==> src/rtl/plru_pkg.sv <==
package plru_pkg;

    localparam int unsigned PLRU_WAYS  = 16;
    localparam int unsigned PLRU_LVLS  = $clog2(PLRU_WAYS);
    localparam int unsigned PLRU_NODES = PLRU_WAYS - 1;

    typedef logic [PLRU_LVLS-1:0] way_t;
    typedef logic [PLRU_LVLS:0]   cnt_t;
    typedef logic [PLRU_LVLS-1:0] node_t;
    typedef logic [PLRU_NODES-1:0] tree_t;

    typedef struct packed {
        logic valid;
        way_t way;
    } pick_t;

    localparam cnt_t PLRU_WAYS_C = cnt_t'(PLRU_WAYS);

    // Zero-based storage slot of the tree node that way w passes at level lvl.
    function automatic node_t node_slot(way_t w, int unsigned lvl);
        int unsigned heap;
        heap = (32'd1 << lvl) | (32'(w) >> (PLRU_LVLS - lvl));
        return node_t'(heap - 32'd1);
    endfunction

    // Bit value that makes a node point away from way w at level lvl.
    function automatic logic away_bit(way_t w, int unsigned lvl);
        return ~w[PLRU_LVLS-1-lvl];
    endfunction

endpackage

==> src/rtl/plru_bound.sv <==
module plru_bound
    import plru_pkg::*;
(
    input  logic restrict_en,
    input  cnt_t dl_count,
    output cnt_t lo_way,
    output logic any_ok
);

    cnt_t clamped;

    always_comb begin
        clamped = (dl_count > PLRU_WAYS_C) ? PLRU_WAYS_C : dl_count;
        lo_way  = restrict_en ? clamped : '0;
        any_ok  = (lo_way < PLRU_WAYS_C);
    end

endmodule

==> src/rtl/plru_state.sv <==
module plru_state
    import plru_pkg::*;
(
    input  logic  clk,
    input  logic  rst,
    input  logic  acc_valid,
    input  way_t  acc_way,
    output tree_t tree
);

    tree_t tree_q;
    tree_t tree_d;

    always_comb begin
        tree_d = tree_q;
        if (acc_valid) begin
            for (int unsigned lvl = 0; lvl < PLRU_LVLS; lvl++) begin
                tree_d[node_slot(acc_way, lvl)] = away_bit(acc_way, lvl);
            end
        end
    end

    always_ff @(posedge clk) begin
        if (rst) tree_q <= '0;
        else     tree_q <= tree_d;
    end

    assign tree = tree_q;

    // without an access the tree holds its value
    p_tree_hold_r10: assert property (@(posedge clk) disable iff (rst)
        !acc_valid |=> $stable(tree_q));

endmodule

==> src/rtl/plru_walk.sv <==
module plru_walk
    import plru_pkg::*;
(
    input  tree_t tree,
    input  cnt_t  lo_way,
    output way_t  vic_way
);

    node_t hidx [PLRU_LVLS];
    way_t  base [PLRU_LVLS+1];

    assign hidx[0] = node_t'(1);
    assign base[0] = '0;

    for (genvar l = 0; l < PLRU_LVLS; l++) begin : g_lvl
        localparam int unsigned HALF   = PLRU_WAYS >> (l + 1);
        localparam cnt_t        HALF_C = cnt_t'(HALF);
        localparam way_t        HALF_W = way_t'(HALF);

        logic pref;
        logic left_ok;
        logic go_right;

        assign pref     = tree[node_t'(hidx[l] - node_t'(1))];
        assign left_ok  = lo_way < ({1'b0, base[l]} + HALF_C);
        assign go_right = pref | ~left_ok;
        assign base[l+1] = base[l] + (go_right ? HALF_W : '0);

        if (l + 1 < PLRU_LVLS) begin : g_next
            assign hidx[l+1] = {hidx[l][PLRU_LVLS-2:0], go_right};
        end
    end

    assign vic_way = base[PLRU_LVLS];

endmodule

==> src/rtl/plru_part_top.sv <==
module plru_part_top
    import plru_pkg::*;
(
    input  logic                 clk,
    input  logic                 rst,
    input  logic                 acc_valid,
    input  logic [PLRU_LVLS-1:0] acc_way,
    input  logic                 vic_req,
    input  logic                 vic_restrict,
    input  logic [PLRU_LVLS:0]   dl_count,
    output logic                 vic_valid,
    output logic [PLRU_LVLS-1:0] vic_way
);

    tree_t tree;
    cnt_t  lo_way;
    logic  any_ok;
    way_t  walk_way;
    pick_t pick_q;

    plru_bound u_bound (
        .restrict_en (vic_restrict),
        .dl_count    (dl_count),
        .lo_way      (lo_way),
        .any_ok      (any_ok)
    );

    plru_state u_state (
        .clk       (clk),
        .rst       (rst),
        .acc_valid (acc_valid),
        .acc_way   (acc_way),
        .tree      (tree)
    );

    plru_walk u_walk (
        .tree    (tree),
        .lo_way  (lo_way),
        .vic_way (walk_way)
    );

    always_ff @(posedge clk) begin
        if (rst) begin
            pick_q <= '0;
        end else begin
            pick_q.valid <= vic_req & any_ok;
            if (vic_req & any_ok) pick_q.way <= walk_way;
        end
    end

    assign vic_valid = pick_q.valid;
    assign vic_way   = pick_q.way;

    // a valid victim only follows a request
    p_valid_needs_req_r7: assert property (@(posedge clk) disable iff (rst)
        !vic_req |=> !vic_valid);

    // restricted victims stay above the tag-only range
    p_victim_allowed_r4: assert property (@(posedge clk) disable iff (rst)
        (vic_req && vic_restrict) |=> (!vic_valid || ({1'b0, vic_way} >= $past(dl_count))));

    // no allowed way means no valid victim
    p_none_allowed_r6: assert property (@(posedge clk) disable iff (rst)
        (vic_req && vic_restrict && (dl_count >= PLRU_WAYS_C)) |=> !vic_valid);

    // an unrestricted victim right after an access avoids that way
    p_avoid_recent_r2: assert property (@(posedge clk) disable iff (rst)
        (vic_req && !vic_restrict && $past(acc_valid) && !$past(rst))
        |=> (vic_way != $past(acc_way, 2)));

endmodule

==> config.mk <==
export PLATFORM = sky130hd
export DESIGN_NAME = plru_part_top
export DESIGN_NICKNAME = d
export VERILOG_FILES = /design/src/rtl/plru_pkg.sv /design/src/rtl/plru_bound.sv /design/src/rtl/plru_state.sv /design/src/rtl/plru_walk.sv /design/src/rtl/plru_part_top.sv
export SDC_FILE = /design/constraint.sdc
export NUM_CORES = 1
export LEC_CHECK = 0
export ABC_AREA = 1
export CAP_MARGIN = 20
export CORE_MARGIN = 2
export CORE_UTILIZATION = 27
export DETAILED_ROUTE_END_ITERATION = 7
export MAX_ROUTING_LAYER = met4
export PLACE_DENSITY_LB_ADDON = 0.08
export SLEW_MARGIN = 0
export SYNTH_ARGS = -nofsm -noshare
export SYNTH_HDL_FRONTEND = slang
export SYNTH_SLANG_ARGS = --single-unit
==> constraint.sdc <==
create_clock -name clk -period 3.1 [get_ports clk]
set_input_delay 0.62 -clock clk [delete_from_list [all_inputs] [get_ports clk]]
set_output_delay 0.62 -clock clk [all_outputs]
set_load 0.01 [all_outputs]
Word-level counts from Yosys, hierarchy flattened:

Cells that the tools add are included.

* output and inout port bits: 5
* input bits: 14
* register bits: 20
* logic and storage cells: 67

* add/sub/neg operators: 12
* reduce and logical (&&, ||, !) cells: 3
* multiplexer cells: 21
* bitwise logic cells: 13
* $lt $le $gt $ge: 15

Operators by type and width (count)
* 15-bit bitwise mux: 3
* 4-bit by 5-bit < comparator with 1-bit output, second input constant: 6
* 5-bit < comparator: 3
* 1-bit binary-select mux with 4-bit select: 3
* 1-bit demux with 4-bit select: 3
* 4-bit by 1-bit >= comparator with 1-bit output, second input constant: 3
* 5-bit 2-to-1 mux: 2
* 4-bit adder: 2
* 1-bit NOT: 8
* 3-bit by 1-bit subtractor with 4-bit output, second input constant: 2
* 4-bit by 1-bit subtractor with 4-bit output, second input constant: 2
* 1-bit 2-to-1 mux: 7
* 2-bit by 1-bit subtractor with 3-bit output, second input constant: 2
* 4-bit by 1-bit adder with 5-bit output, second input constant: 1
* 4-bit by 2-bit adder with 5-bit output, second input constant: 1
* 4-bit by 3-bit adder with 5-bit output, second input constant: 1
* 5-bit > comparator, second input constant: 1
* 5-bit by 4-bit < comparator with 1-bit output, second input constant: 1
* 5-bit < comparator, second input constant: 1
* 4-bit by 1-bit adder with 4-bit output: 1
* 4-bit 2-to-1 mux: 1
* 1-bit bitwise OR: 4
* 1-bit logical AND: 3
* 3-bit 2-to-1 mux: 1
* other kinds (2): 2

Longest topological paths before layout:

* depth after elaboration: 25
* depth in mapped cells: 23
* mapped depth without buffers: 23

By module:

Synthesis repeated with hierarchy kept, for this count alone.

* cells, all modules: 248
* area total of the unflattened synthesis: 1679.1 sq um

Modules (own cells, without submodules)
* plru_state: area each 829.5 sq um, times used 1, seq. area each 300.3 sq um, cells an instance 105
* plru_walk: area each 605.6 sq um, times used 1, seq. area each 0.0 sq um, cells an instance 103
* plru_part_top: area each 188.9 sq um, times used 1, seq. area each 100.1 sq um, cells an instance 28
* plru_bound: area each 55.1 sq um, times used 1, seq. area each 0.0 sq um, cells an instance 12

Worst setup path after synthesis:

OpenSTA, ideal clock, no wires.

* path kind: input to register
* start: input port dl_count[0]
* end: register pick_q (netlist bit vic_way[0])
* slack: 48 ps
* library setup time: 117 ps
* cell stages on the path: 23
* arrival time: 2935 ps
* data required time: 2983 ps
* path buffers: 0
* cell sequence: nor2_1 > nand2_1 > nand2_2 > nand2_2 > nor2_4 > nand2_4 > nand3_2 > inv_1 > ha_1 > nand2_1 > nand2_1 > a21oi_2 > nand3_4 > inv_2 > ha_1 > xor2_1 > inv_1 > a21oi_1 > a21oi_1 > nand2_1 > nand2_1 > nor2_1 > nor2_1

* longest elaborated chain between the ends: 25
* elaborated cells on any way between the ends: 36
* those cells by class: add/sub (9); order compare (6); mux (12); bitwise (9)

RTL lines
* from (decl): RTL line plru_part_top.sv:10 `input logic [PLRU_LVLS:0] dl_count,`
* 5-bit > comparator: RTL line plru_bound.sv:13 `clamped = (dl_count > PLRU_WAYS_C) ? PLRU_WAYS_C : dl_count;`
* 5-bit 2-to-1 mux *: RTL line plru_bound.sv:13
* 5-bit 2-to-1 mux *: RTL line plru_bound.sv:14 `lo_way = restrict_en ? clamped : '0;`
* 5-bit by 4-bit < comparator with 1-bit output: RTL line plru_walk.sv:25 `assign left_ok = lo_way < ({1'b0, base[l]} + HALF_C);`
* 1-bit NOT: RTL line plru_walk.sv:26 `assign go_right = pref | ~left_ok;`
* 1-bit bitwise OR: RTL line plru_walk.sv:26
* 4-bit 2-to-1 mux: RTL line plru_walk.sv:27 `assign base[l+1] = base[l] + (go_right ? HALF_W : '0);`
* 4-bit by 3-bit adder with 5-bit output: RTL line plru_walk.sv:25
* [... 9 more ...]
* 2-bit 2-to-1 mux: RTL line plru_walk.sv:27
* 4-bit adder: RTL line plru_walk.sv:27
* 4-bit by 1-bit adder with 5-bit output: RTL line plru_walk.sv:25
* 5-bit < comparator: RTL line plru_walk.sv:25
* 1-bit NOT: RTL line plru_walk.sv:26
* 1-bit bitwise OR: RTL line plru_walk.sv:26
* 1-bit 2-to-1 mux: RTL line plru_walk.sv:27
* 4-bit by 1-bit adder with 4-bit output: RTL line plru_walk.sv:27
* to (decl): RTL line plru_part_top.sv:19 `pick_t pick_q;`

Mark *: on every way between the ends. The rest lies on a longest branch, timed or not. The select of a mux whose other input is x is not followed.
A chain may end at the register's enable or synchronous reset.

Worst setup path in the final report:

Same ends and word-level chain as after synthesis.

==> results.txt <==
status: complete, no violations
Std-Cell Rows: 27
Die H: 78.4 microns
DRC: 0
FF-to-FF Start: u_state.tree[0]
clock skew: 0.00514 ns
I/O pin cnt: 19
routability cong.: 0.841
kind of critical path: in -> reg
layout cells sized above 1: 22.3%
setup TNS: 0 ns
first-pass GRT wire length: 7.13 mm
HP Class: reg -> reg
Initial Util: 27.6%
Layout area overhead: 43.6%
clock sinks: 20
largest net degree at the start of global routing: 14
CP startpoint kind: input port
IO Port Bufs: 18
Leakage: 1.01 nW
worst-margin pin slew: 0.534 ns
Starting DRT DRC Count: 65
CTS tree: yes
Synth Cell Area: 1490 sq um
fin util: 39.7%
Clk Latency, worst-skew pair: 0.27 ns
Die ar.: 6140 sq um
vias in the first global route: 1572
fin crit share: 93.5%
Core Footprint: 5410 sq um
reg2reg path depth: 20
TritonRoute pass-1 iters: 4
final WL: 4.19 mm
Final min period: 2.90 ns
HPWL Detailed: 3.24 mm
gr usage total: 14.9%
Worst setup EP type: flop
post-route ant nets: 0
Reg clk slew, reported paths: 0.09 ns
Slew HR: 64.1%
chip width: 78.4 microns
fmax: 345 MHz
Post-DP Area: 1930 sq um
total CTS buffers: 3
root buffer cell: clkbuf_8
post-layout instance area: 2140 sq um
clk buf depth: 2
crit path DAT: 3.06 ns
Critical Path RT: 3.27 ns
Synth Instances: 227
CP Launch Point: dl_count[0]
initial antenna violation count: 0
global route overflow: 0
diode count: 0
Seq/Total Area, Yosys: 26.8%
Hold Vio Cnt, Final: 0
drt wl/cell: 12.1 microns
total number of vias: 1578
Cell variety after synth: 27
power density cells: 441 nW/um^2
CP Max Fanout: 4
syn nets: 252
Post-Layout Cell Count: 346
number of synthesized register bits: 20
VDD IR max: 0.197 mV
setup violators final: 0
average size of a mapped cell: 6.58 sq um
DP Cell Count: 337
Hold Path Depth: 2
synth warn: 0
vias per cell: 4.56
max_cap viols: 0
htree depth: 1
CTS Hold Bufs: 0
Hold Crit Start: u_state.tree[9]
fin. max-slew vios: 0
Layout Nets: 300
Min Hold Slack: 0.468 ns
## through the flow
step                      worst slack, ns  total power [mW]
after floorplan                    0.0475             0.488
after global placement             -0.374             0.625
after detailed placement           -0.392             0.622
after CTS                         0.00182             0.929
after global routing              -0.0531              1.01
final                               0.203             0.945
## repair_timing
| item | CTS | global route |
|---|---|---|
| setup buffers | 4 | 1 |
| setup endpoints to repair | 1 | 1 |
| gates resized for setup | 11 | 15 |
| pin swaps | 4 | 7 |
## cells in the mapped netlist (all sizes together)
cell type,count,area (sq um)
o21bai,1,7.51
a21o,1,7.51
nand2,45,191
a311oi,3,26.3
o211ai,3,22.5
xor2,2,17.5
dfxtp,20,400
nor2,20,82.6
o22ai,1,6.26
inv,42,158
o21a,1,7.51
a31oi,1,6.26
ha,11,138
nand3,21,133
nand4,9,56.3
nor3,3,15.0
a21oi,22,118
clkbuf,4,15.0
o21ai,17,85.1
## routing by layer
metal	global-route usage, %	vias up	wire [microns]
met2	25.0	28	1960
met5	-	-	0
met1	17.9	696	1990
li1	-	843	-
met3	2.41	11	124
met4	5.96	0	114
## where the power goes
group          internal, mW  switching, mW
Combinational         0.185          0.209
Sequential            0.272        0.00773
Clock                 0.173         0.0990
## logic make-up after synthesis
kind of cell             count (synthesis)  synth area share, %
AND/OR/NAND/NOR                         98                 32.0
AO/OA/AOI/OAI                           50                 19.2
buffers and inverters                   46                 11.6
flip-flops                              20                 26.8
adder cells (fa/ha/maj)                 11                 9.22
XOR/XNOR                                 2                 1.17
## sequential cells by signal, indices dropped and copies added (netlist names)
register / count
u_state.tree: 15
vic_way: 4
vic_valid: 1
## final cells by class
class | count | area, sq um
timing repair buffer | 47 | 407
tap | 72 | 90.1
clock inverter | 1 | 30.0
clock buffer | 3 | 41.3
sequential | 20 | 400
fill | 592 | 3260
inverter | 42 | 163
multi-input combinational | 161 | 1010
## final timing paths
kind                                        end  slack (ns)
worst max register to register       vic_way[0]        0.51
worst max-delay path                 vic_way[0]        0.20
worst min register to register  u_state.tree[9]        0.47
worst min-delay path            u_state.tree[9]        0.47
## cell usage in the layout (no fill, tap or decap), types with 9 or more instances in the layout
| cell type | Yosys | final |
|---|---|---|
| inv_1 | 41 | 38 |
| nand2_1 | 38 | 37 |
| buf_4 | 0 | 29 |
| dfxtp_1 | 20 | 20 |
| nor2_1 | 19 | 19 |
| a21oi_1 | 20 | 18 |
| nand3_1 | 17 | 16 |
| o21ai_0 | 16 | 16 |
| clkdlybuf4s50_1 | 0 | 12 |
| nand4_1 | 9 | 9 |
## critical path, stage by stage
cell and delay (ns):
dlygate4sd2_1 0.25, nor2_1 0.10, nand2_1 0.07, nand2_2 0.07, nand2_2 0.07, nor2_4 0.11, buf_4 0.11, buf_4 0.11
ha_4 0.20, nand2_1 0.06, nand2_1 0.08, a21oi_4 0.17, nand3_4 0.10, inv_4 0.09, ha_1 0.23, nand2_1 0.06
o21bai_1 0.07, a21o_1 0.16, a21oi_2 0.12, nand2_1 0.06, nor2_1 0.10, nor2_1 0.04
No activity file was read; power rests on OpenSTA's default activity.
